File: src/rtl/range_guard_pkg.sv
package range_guard_pkg;

  typedef enum logic [1:0] {
    KIND_NONE  = 2'd0,
    KIND_INVOP = 2'd1,
    KIND_ADDR  = 2'd2
  } faultKind_e;

  typedef struct packed {
    logic load;
    logic capLo;
    logic capHi;
    logic selHi;
    logic emit;
  } dpCtl_t;

endpackage

File: src/rtl/range_guard_dp.sv
module range_guard_dp
  import range_guard_pkg::*;
#(
  parameter int DATA_W    = 32,
  parameter int ADDR_W    = 32,
  parameter int VEC_W     = 8,
  parameter int VEC_BOUND = 5,
  parameter int VEC_INVOP = 6,
  parameter int VEC_ADDR  = 13,
  parameter int REAL_SPAN = 65536
) (
  input  logic              clk,
  input  logic              rst,
  input  dpCtl_t            ctl,
  input  logic [DATA_W-1:0] indexIn,
  input  logic [ADDR_W-1:0] limitAddr,
  input  logic              wideOp,
  input  logic              regOperand,
  input  logic              realMode,
  input  logic [ADDR_W-1:0] instrAddr,
  input  logic [DATA_W-1:0] memData,
  output logic [ADDR_W-1:0] memAddr,
  output logic              preFault,
  output logic              done,
  output logic              pass,
  output logic              fault,
  output logic [VEC_W-1:0]  vector,
  output logic [ADDR_W-1:0] faultAddr
);

  localparam int HALF_W = DATA_W / 2;
  localparam logic [ADDR_W-1:0] WIDE_STEP   = ADDR_W'(DATA_W / 8);
  localparam logic [ADDR_W-1:0] NARROW_STEP = ADDR_W'(HALF_W / 8);
  localparam logic [ADDR_W:0]   WIDE_PAIR   = (ADDR_W+1)'(2 * (DATA_W / 8));
  localparam logic [ADDR_W:0]   NARROW_PAIR = (ADDR_W+1)'(2 * (HALF_W / 8));
  localparam logic [ADDR_W:0]   SPAN_END    = (ADDR_W+1)'(REAL_SPAN);

  function automatic logic [DATA_W-1:0] widen(input logic [DATA_W-1:0] v, input logic w);
    return w ? v : {{HALF_W{v[HALF_W-1]}}, v[HALF_W-1:0]};
  endfunction

  logic [DATA_W-1:0] idxR, loR, hiR;
  logic [ADDR_W-1:0] baseR, instrR;
  logic              wideR;
  faultKind_e        kindR, kindNext;
  logic [ADDR_W:0]   pairEnd;
  logic              rangeBad, inLimits;
  logic [DATA_W-1:0] idxX, loX, hiX;

  // Classification of faults that need no memory access, in priority order
  always_comb begin
    pairEnd  = {1'b0, limitAddr} + (wideOp ? WIDE_PAIR : NARROW_PAIR);
    rangeBad = realMode && (pairEnd > SPAN_END);
    if (regOperand)    kindNext = KIND_INVOP;
    else if (rangeBad) kindNext = KIND_ADDR;
    else               kindNext = KIND_NONE;
  end

  always_ff @(posedge clk) begin
    if (rst) begin
      idxR   <= '0;
      baseR  <= '0;
      instrR <= '0;
      wideR  <= 1'b0;
      kindR  <= KIND_NONE;
      loR    <= '0;
      hiR    <= '0;
    end else begin
      if (ctl.load) begin
        idxR   <= indexIn;
        baseR  <= limitAddr;
        instrR <= instrAddr;
        wideR  <= wideOp;
        kindR  <= kindNext;
      end
      if (ctl.capLo) loR <= memData;
      if (ctl.capHi) hiR <= memData;
    end
  end

  assign preFault = (kindR != KIND_NONE);
  assign memAddr  = ctl.selHi ? baseR + (wideR ? WIDE_STEP : NARROW_STEP) : baseR;

  always_comb begin
    idxX     = widen(idxR, wideR);
    loX      = widen(loR, wideR);
    hiX      = widen(hiR, wideR);
    inLimits = ($signed(idxX) >= $signed(loX)) && ($signed(idxX) <= $signed(hiX));
  end

  always_ff @(posedge clk) begin
    if (rst || !ctl.emit) begin
      done      <= 1'b0;
      pass      <= 1'b0;
      fault     <= 1'b0;
      vector    <= '0;
      faultAddr <= '0;
    end else begin
      done <= 1'b1;
      case (kindR)
        KIND_INVOP: begin
          fault     <= 1'b1;
          vector    <= VEC_W'(VEC_INVOP);
          faultAddr <= instrR;
        end
        KIND_ADDR: begin
          fault     <= 1'b1;
          vector    <= VEC_W'(VEC_ADDR);
          faultAddr <= instrR;
        end
        default: begin
          if (inLimits) begin
            pass <= 1'b1;
          end else begin
            fault     <= 1'b1;
            vector    <= VEC_W'(VEC_BOUND);
            faultAddr <= instrR;
          end
        end
      endcase
    end
  end

endmodule

File: src/rtl/range_guard_ctrl.sv
module range_guard_ctrl
  import range_guard_pkg::*;
#(
  parameter int LATENCY = 10
) (
  input  logic   clk,
  input  logic   rst,
  input  logic   startReq,
  input  logic   memValid,
  input  logic   preFault,
  output dpCtl_t ctl,
  output logic   memReq,
  output logic   busy
);

  localparam int CNT_W = $clog2(LATENCY + 1);
  localparam logic [CNT_W-1:0] CNT_TOP = CNT_W'(LATENCY);

  typedef enum logic [2:0] {
    ST_IDLE, ST_SORT, ST_RDLO, ST_RDHI, ST_FINISH
  } state_e;

  state_e           state, stateNext;
  logic [CNT_W-1:0] cycleCnt;

  always_comb begin
    stateNext = state;
    ctl       = '0;
    memReq    = 1'b0;
    case (state)
      ST_IDLE: begin
        if (startReq) begin
          ctl.load  = 1'b1;
          stateNext = ST_SORT;
        end
      end
      ST_SORT: stateNext = preFault ? ST_FINISH : ST_RDLO;
      ST_RDLO: begin
        memReq = 1'b1;
        if (memValid) begin
          ctl.capLo = 1'b1;
          stateNext = ST_RDHI;
        end
      end
      ST_RDHI: begin
        memReq    = 1'b1;
        ctl.selHi = 1'b1;
        if (memValid) begin
          ctl.capHi = 1'b1;
          stateNext = ST_FINISH;
        end
      end
      ST_FINISH: begin
        if (cycleCnt >= CNT_TOP) begin
          ctl.emit  = 1'b1;
          stateNext = ST_IDLE;
        end
      end
      default: stateNext = ST_IDLE;
    endcase
  end

  always_ff @(posedge clk) begin
    if (rst) begin
      state    <= ST_IDLE;
      cycleCnt <= '0;
    end else begin
      state <= stateNext;
      if (ctl.load)
        cycleCnt <= CNT_W'(1);
      else if (state != ST_IDLE && cycleCnt < CNT_TOP)
        cycleCnt <= cycleCnt + CNT_W'(1);
    end
  end

  assign busy = (state != ST_IDLE);

endmodule

File: src/rtl/range_guard.sv
module range_guard
  import range_guard_pkg::*;
#(
  parameter int DATA_W    = 32,
  parameter int ADDR_W    = 32,
  parameter int VEC_W     = 8,
  parameter int LATENCY   = 10,
  parameter int VEC_BOUND = 5,
  parameter int VEC_INVOP = 6,
  parameter int VEC_ADDR  = 13,
  parameter int REAL_SPAN = 65536
) (
  input  logic              clk,
  input  logic              rst,
  input  logic              startReq,
  input  logic [DATA_W-1:0] indexIn,
  input  logic [ADDR_W-1:0] limitAddr,
  input  logic              wideOp,
  input  logic              regOperand,
  input  logic              realMode,
  input  logic [ADDR_W-1:0] instrAddr,
  output logic              memReq,
  output logic [ADDR_W-1:0] memAddr,
  input  logic              memValid,
  input  logic [DATA_W-1:0] memData,
  output logic              busy,
  output logic              done,
  output logic              pass,
  output logic              fault,
  output logic [VEC_W-1:0]  vector,
  output logic [ADDR_W-1:0] faultAddr
);

  dpCtl_t ctl;
  logic   preFault;

  range_guard_ctrl #(.LATENCY(LATENCY)) ctrl_i (
    .clk      (clk),
    .rst      (rst),
    .startReq (startReq),
    .memValid (memValid),
    .preFault (preFault),
    .ctl      (ctl),
    .memReq   (memReq),
    .busy     (busy)
  );

  range_guard_dp #(
    .DATA_W(DATA_W), .ADDR_W(ADDR_W), .VEC_W(VEC_W),
    .VEC_BOUND(VEC_BOUND), .VEC_INVOP(VEC_INVOP), .VEC_ADDR(VEC_ADDR),
    .REAL_SPAN(REAL_SPAN)
  ) dp_i (
    .clk        (clk),
    .rst        (rst),
    .ctl        (ctl),
    .indexIn    (indexIn),
    .limitAddr  (limitAddr),
    .wideOp     (wideOp),
    .regOperand (regOperand),
    .realMode   (realMode),
    .instrAddr  (instrAddr),
    .memData    (memData),
    .memAddr    (memAddr),
    .preFault   (preFault),
    .done       (done),
    .pass       (pass),
    .fault      (fault),
    .vector     (vector),
    .faultAddr  (faultAddr)
  );

endmodule

File: config.mk
export PLATFORM = sky130hd
export DESIGN_NAME = range_guard
export DESIGN_NICKNAME = d
export VERILOG_FILES = /design/src/rtl/range_guard_pkg.sv /design/src/rtl/range_guard_dp.sv /design/src/rtl/range_guard_ctrl.sv /design/src/rtl/range_guard.sv
export SDC_FILE = /design/constraint.sdc
export NUM_CORES = 1
export LEC_CHECK = 0
export ABC_AREA = 1
export BUFFER_PORTS_ARGS = -buffer_cell sky130_fd_sc_hd__buf_4
export CAP_MARGIN = 20
export CORE_MARGIN = 4
export CORE_UTILIZATION = 45
export CTS_CLUSTER_DIAMETER = 100
export DETAILED_ROUTE_END_ITERATION = 10
export HOLD_SLACK_MARGIN = 0.02
export PLACE_DENSITY = 0.65
export SYNTH_ARGS = -nofsm -noshare
export SYNTH_HDL_FRONTEND = slang
export SYNTH_SLANG_ARGS = --single-unit
File: constraint.sdc
create_clock -name clk -period 4 [get_ports clk]
set_clock_uncertainty 0.05 [all_clocks]
set_input_delay 0.4 -clock clk [delete_from_list [all_inputs] [get_ports clk]]
set_output_delay 0.4 -clock clk [all_outputs]
set_load 0.02 [all_outputs]
## Word level (Yosys, flattened, before mapping)

Cells that the tools add are included.

| storage, ports and cells | value |
|---|---|
| bits in registers | 213 |
| latch bits | 0 |
| memory bits (writable) | 0 |
| ROM bits | 0 |
| input bits | 135 |
| logic and storage cells | 81 |
| memories | 0 |

| cells by class | value |
|---|---|
| $add $sub $neg | 3 |
| multipliers | 0 |
| divide/modulo/power cells | 0 |
| magnitude comparators | 5 |
| equal/unequal tests | 12 |
| shift operators | 0 |
| multiplexer cells | 31 |
| bitwise logic cells | 1 |
| reductions and logical operators | 14 |

Operators with widths:

| operator | count |
|---|---|
| 2-to-1 mux 32 bit | 6 |
| adder 32 x 33 -> 33 bit | 1 |
| > comparator 33 x 17 -> 1 bit, second input constant | 1 |
| adder 32 bit | 1 |
| greater-or-equal comparator 32 bit | 1 |
| less-or-equal comparator 32 bit | 1 |
| 2-to-1 mux 3 bit | 6 |
| case mux 8 bit (2 select lines) | 1 |
| case mux 3 bit (5 select lines) | 1 |
| 2-to-1 mux 1 bit | 12 |
| 2-to-1 mux 8 bit | 1 |
| inequality test 2 bit, second input constant | 4 |
| == test 3 x 2 -> 1 bit, second input constant | 2 |
| 2-to-1 mux 2 bit | 3 |
| OR reduction 2 bit | 3 |
| adder 4 x 1 -> 4 bit, second input constant | 1 |
| greater-or-equal comparator 4 bit, second input constant | 1 |
| less-than comparator 4 bit, second input constant | 1 |
| 2-to-1 mux 4 bit | 1 |
| AND reduction 4 bit | 1 |
| nonzero test 2 bit | 2 |
| == test 3 x 1 -> 1 bit, second input constant | 1 |
| == test 3 bit, second input constant | 1 |
| logical AND 1 bit | 3 |
| 10 further kinds | 10 |

## Longest topological paths before layout

| logic depth | value |
|---|---|
| depth in word-level cells | 6 |
| gate-level depth with buffers | 21 |

## Hierarchy

Synthesis repeated with hierarchy kept, for this count alone.

| second synthesis, totals | value |
|---|---|
| cell total of the unflattened synthesis | 1644 |
| area, all modules | 11394.7 um^2 |

By module, submodules not included:

| module | instances | cells an instance | area each (um^2) | sequential area each (um^2) |
|---|---|---|---|---|
| range_guard_dp | 1 | 1577 | 10934.2 | 4043.9 |
| range_guard_ctrl | 1 | 67 | 460.4 | 140.1 |

## Worst setup path after synthesis

No wires, ideal clock.

| timing path | value |
|---|---|
| kind | register -> output |
| start | reg dp_i.wideR |
| end | out memAddr[29] |
| data arrival time | 2.864 ns |
| data required time | 3.550 ns |
| slack | 0.686 ns |
| cell stages (with the launch flop) | 14 |
| path through | dfxtp_1 > clkbuf_1 > clkinv_1 > clkbuf_1 > ha_1 > inv_1 > fa_1 > nor2_8 > nand2_4 > nor3_4 > nand3_2 > or3_4 > nor2_2 > xor2_1 |

| on the way | value |
|---|---|
| word-level cells in the longest chain between the ends | 3 |

RTL lines:

| item | line | text |
|---|---|---|
| start, declared | range_guard_dp.sv:44 | `logic wideR;` |
| start signal, assigned | range_guard_dp.sv:73 | `wideR <= wideOp;` |
| 2-to-1 mux 3 bit | range_guard_dp.sv:82 | `assign memAddr = ctl.selHi ? baseR + (wideR ? WIDE_STEP : NARROW_STEP) : baseR;` |
| adder 32 bit | range_guard_dp.sv:82 |  |
| 2-to-1 mux 32 bit | range_guard_dp.sv:82 |  |
| end, declared | range_guard.sv:23 | `output logic [ADDR_W-1:0] memAddr,` |

No other way between the ends.

## Final worst setup path

| timing path | value |
|---|---|
| start | reg dp_i.wideR |
| end | out memAddr[31] |

The elaborated chain is that of the path after synthesis.

==> reports/metrics.cfg <==
[grt]
grt_start_max_net_pins=122
use_met1_pct=28.7
top_usage_layer=met2
antenna_found_initial=0
track_usage_pct=21.6
grt_pass1_wl_mm=51.5
grt_overflow=0
gr-usage-met3_pct=3.76
gr-usage-met2_pct=36.4
grt_pass1_vias=10700

[floorplan]
start_util_pct=45.6
core_sq_um=25200
dieArea_sq_um=28200
die_width_um=168
ioPinCount=212
dieHeight_um=168
rows=58

[setup_path]
ff2ff_path_depth=14
worstReg2RegEnd=dp_i.faultAddr[27]$_SDFFE_PN0N_
critPathRequiredTime_ns=3.55
start_kind=flop
timing.rr.start=dp_i.wideR$_SDFFE_PP0P_
cp_data_arrival_time_ns=3.16
worstPathMaxFanout=20
path_class=reg2out
critPathCaptureType=output pin
r2r_slack_ns=0.60

[detailed_routing]
vias=10800
drtAntennaViolNets=0
routedWlPerCell_um=14.3
routed_via_density=4.98
drt-total-wl_mm=31.1
drtIter0Drc=596
drcViolationCount=0
drtPass1Iterations=5

[synth]
avgSynthCellArea_sq_um=6.94
synth_top_area_cell=dfxtp_1
yosys.area_share.simple_pct=21.1
synth_cell_types=44
ys_ff_latch=208
synth_top_area_share_pct=36.2
ys_async_sr_fraction_pct=0
synthAdderAreaFrac_pct=8.41
synth-compound-area-share_pct=18.4
ys_warn_count=0
seq_area_frac_synth_pct=36.2
synth_edf_count=0
ys_top_cells_by_area=dfxtp_1, a21oi_1, nand2_1
post_synth_inst_count=1656
synthMuxAreaShare_pct=0
synth_xor_area_share_pct=3.51
synth_area_sq_um=11500
synth_top_family_by_area=simple AND/OR/NAND/NOR gates
synth-main-ff-cell=dfxtp_1

[cells_and_area]
area_growth_syn_to_layout_pct=22.3
nets=2033
fill_cells=2473
diodes=0
final_area_sq_um=14100
drive_above_1_share_pct=16.4

[timing]
fmax_mhz=277
slew_viol_final=0
max-slew-margin-rel_pct=53.1
worstMarginPinSlew_ns=0.703
hold_viol=0
period_needed_ns=3.61
finalSetupViolations=0
finalSetupTns_ns=0
hold_ws_ns=0.110
period_share_pct=90.3
rsz0062_at_grt=no

[placed_design]
dp_hpwl_mm=22.7
place_area_sq_um=13200
gp_congestion=0.932
io_buffers=207

[power_and_ir_drop]
ir_worst_vdd_mv=0.425
seqPwrFrac_pct=29.0
power_frac_clock_pct=23.3
pwr-share-comb_pct=47.7
netSwitchingFraction_pct=43.3
leakage_nw=6.18
power_density_nw_per_um2=671
p_sw_mw=4.09
p_int_mw=5.34

[min_path]
hold_path.class=in2reg
holdPathStages=3
hp-start=indexIn[12]
hold_end=dp_i.idxR[12]$_SDFFE_PP0P_

[cts]
clk_pin_slew_worst_paths_ns=0.06
root_buffer=clkbuf_16
cts_tree=done
clk_latency_ns=0.52
cts_buffer_depth=3
htreeDepth=1
cts_buffers=24
numClockSinks=208

[job]
maxCapViolCount=0

[status]
status=completed

==> Yosys cell counts (6+ instances only) <==
cell type,count
a21oi_1,234
buf_4,9
clkbuf_1,67
dfxtp_1,208
ha_1,74
inv_1,268
inv_2,14
nand2_1,269
nand3_1,42
nand4_1,49
nor2_1,125
nor3_1,24
o21ai_0,172
xnor2_1,6
xor2_1,40
==> how the worst max path moves through the flow <==
stage,endpoint,cells past startpoint,from,slack [ns]
6_report,memAddr[31],12,dp_i.wideR$_SDFFE_PP0P_,0.39
5_1_grt,memAddr[31],12,dp_i.wideR$_SDFFE_PP0P_,0.10
4_1_cts,memAddr[31],10,dp_i.wideR$_SDFFE_PP0P_,0.18
3_5_place_dp,dp_i.faultAddr[14]$_SDFFE_PN0N_,14,dp_i.wideR$_SDFFE_PP0P_,0.53
3_3_place_gp,dp_i.faultAddr[21]$_SDFFE_PN0N_,14,dp_i.wideR$_SDFFE_PP0P_,0.71
2_1_floorplan,memAddr[29],13,dp_i.wideR$_SDFFE_PP0P_,0.69
==> kinds of logic after synthesis <==
family | Yosys count
XOR/XNOR | 46
adder cells (fa/ha/maj) | 76
buffers and inverters | 367
flip-flops | 208
AND/OR/NAND/NOR | 541
other | 1
AO/OA/AOI/OAI | 417
==> what timing repair did <==
action | in CTS | in global routing
resized for setup | 0 | 2
setup endpoints to repair | 0 | 1
buffers inserted | 0 | 0
hold buffers | 0 | 0
==> layer usage <==
layer,share of wire [%],routed length [um]
met1,46,14200
met2,46,14400
met3,6.0,1880
met4,1.9,595
met5,0,0
==> cells in the final DEF (no fill, tap or decap), types with 4 or more instances in the layout <==
cell / Yosys / layout
nor2_1: 125 / 123
o21ai_0: 172 / 172
nand3_1: 42 / 40
nor2_2: 2 / 4
clkinv_2: 0 / 5
nor3_1: 24 / 24
nand2_1: 269 / 269
ha_1: 74 / 74
nand3_2: 3 / 4
xnor2_1: 6 / 6
nand4_1: 49 / 49
buf_4: 9 / 219
xor2_1: 40 / 40
clkbuf_8: 0 / 7
clkbuf_16: 0 / 25
inv_2: 14 / 14
dfxtp_1: 208 / 208
nand3b_1: 4 / 4
conb_1: 1 / 4
a21oi_1: 234 / 234
nor4_1: 4 / 4
inv_1: 268 / 267
==> state kept, by name, indices dropped and copies added (netlist names) <==
register	count
dp_i.vector	4
dp_i.faultAddr	32
ctrl_i.cycleCnt	4
dp_i.instrR	32
dp_i.kindR	2
dp_i.wideR	1
ctrl_i.state	3
dp_i.baseR	32
dp_i.done	1
dp_i.loR	32
dp_i.hiR	32
dp_i.idxR	32
dp_i.pass	1
==> power groups by stage <==
stage / registers, mW / clock network (mW) / logic [mW]
final: 2.73 / 2.19 / 4.50
after global placement: 2.76 / 0 / 4.42
after floorplan: 2.71 / 0 / 3.37
after detailed placement: 2.77 / 0 / 4.50
after global routing: 2.78 / 2.32 / 5.20
after CTS: 2.73 / 2.25 / 4.53
==> critical path, cell delays in order, from the launching register on <==
cell        delay [ns]
dfxtp_1           0.33
clkinvlp_4        0.21
ha_1              0.21
inv_1             0.05
fa_1              0.46
nor2_8            0.17
nand3_1           0.16
nor2_2            0.23
nand2_1           0.14
nor3_2            0.19
nand3_1           0.16
xor2_1            0.18
buf_4             0.16
==> area by class of cell <==
class / count / area [sq um] / area share, %
multi-input combinational: 1084 / 5940 / 42.3
sequential: 208 / 4160 / 29.6
timing repair buffer: 220 / 1660 / 11.8
inverter: 284 / 1070 / 7.62
clock buffer: 35 / 733 / 5.22
tap: 330 / 413 / 2.94
clock inverter: 7 / 66.3 / 0.472
==> stage by stage <==
stage / worst slack, ns / power [mW] / instances / util [%]
2_1_floorplan: 0.686 / 6.08 / 1659 / -
3_3_place_gp: 0.709 / 7.19 / 2126 / 52.6
3_5_place_dp: 0.532 / 7.28 / 2126 / 52.6
4_1_cts: 0.179 / 9.51 / 2168 / 55.8
5_1_grt: 0.101 / 10.3 / 2168 / 55.8
6_report: 0.390 / 9.43 / 2168 / 55.8
Power figures use the tool's default switching activity.
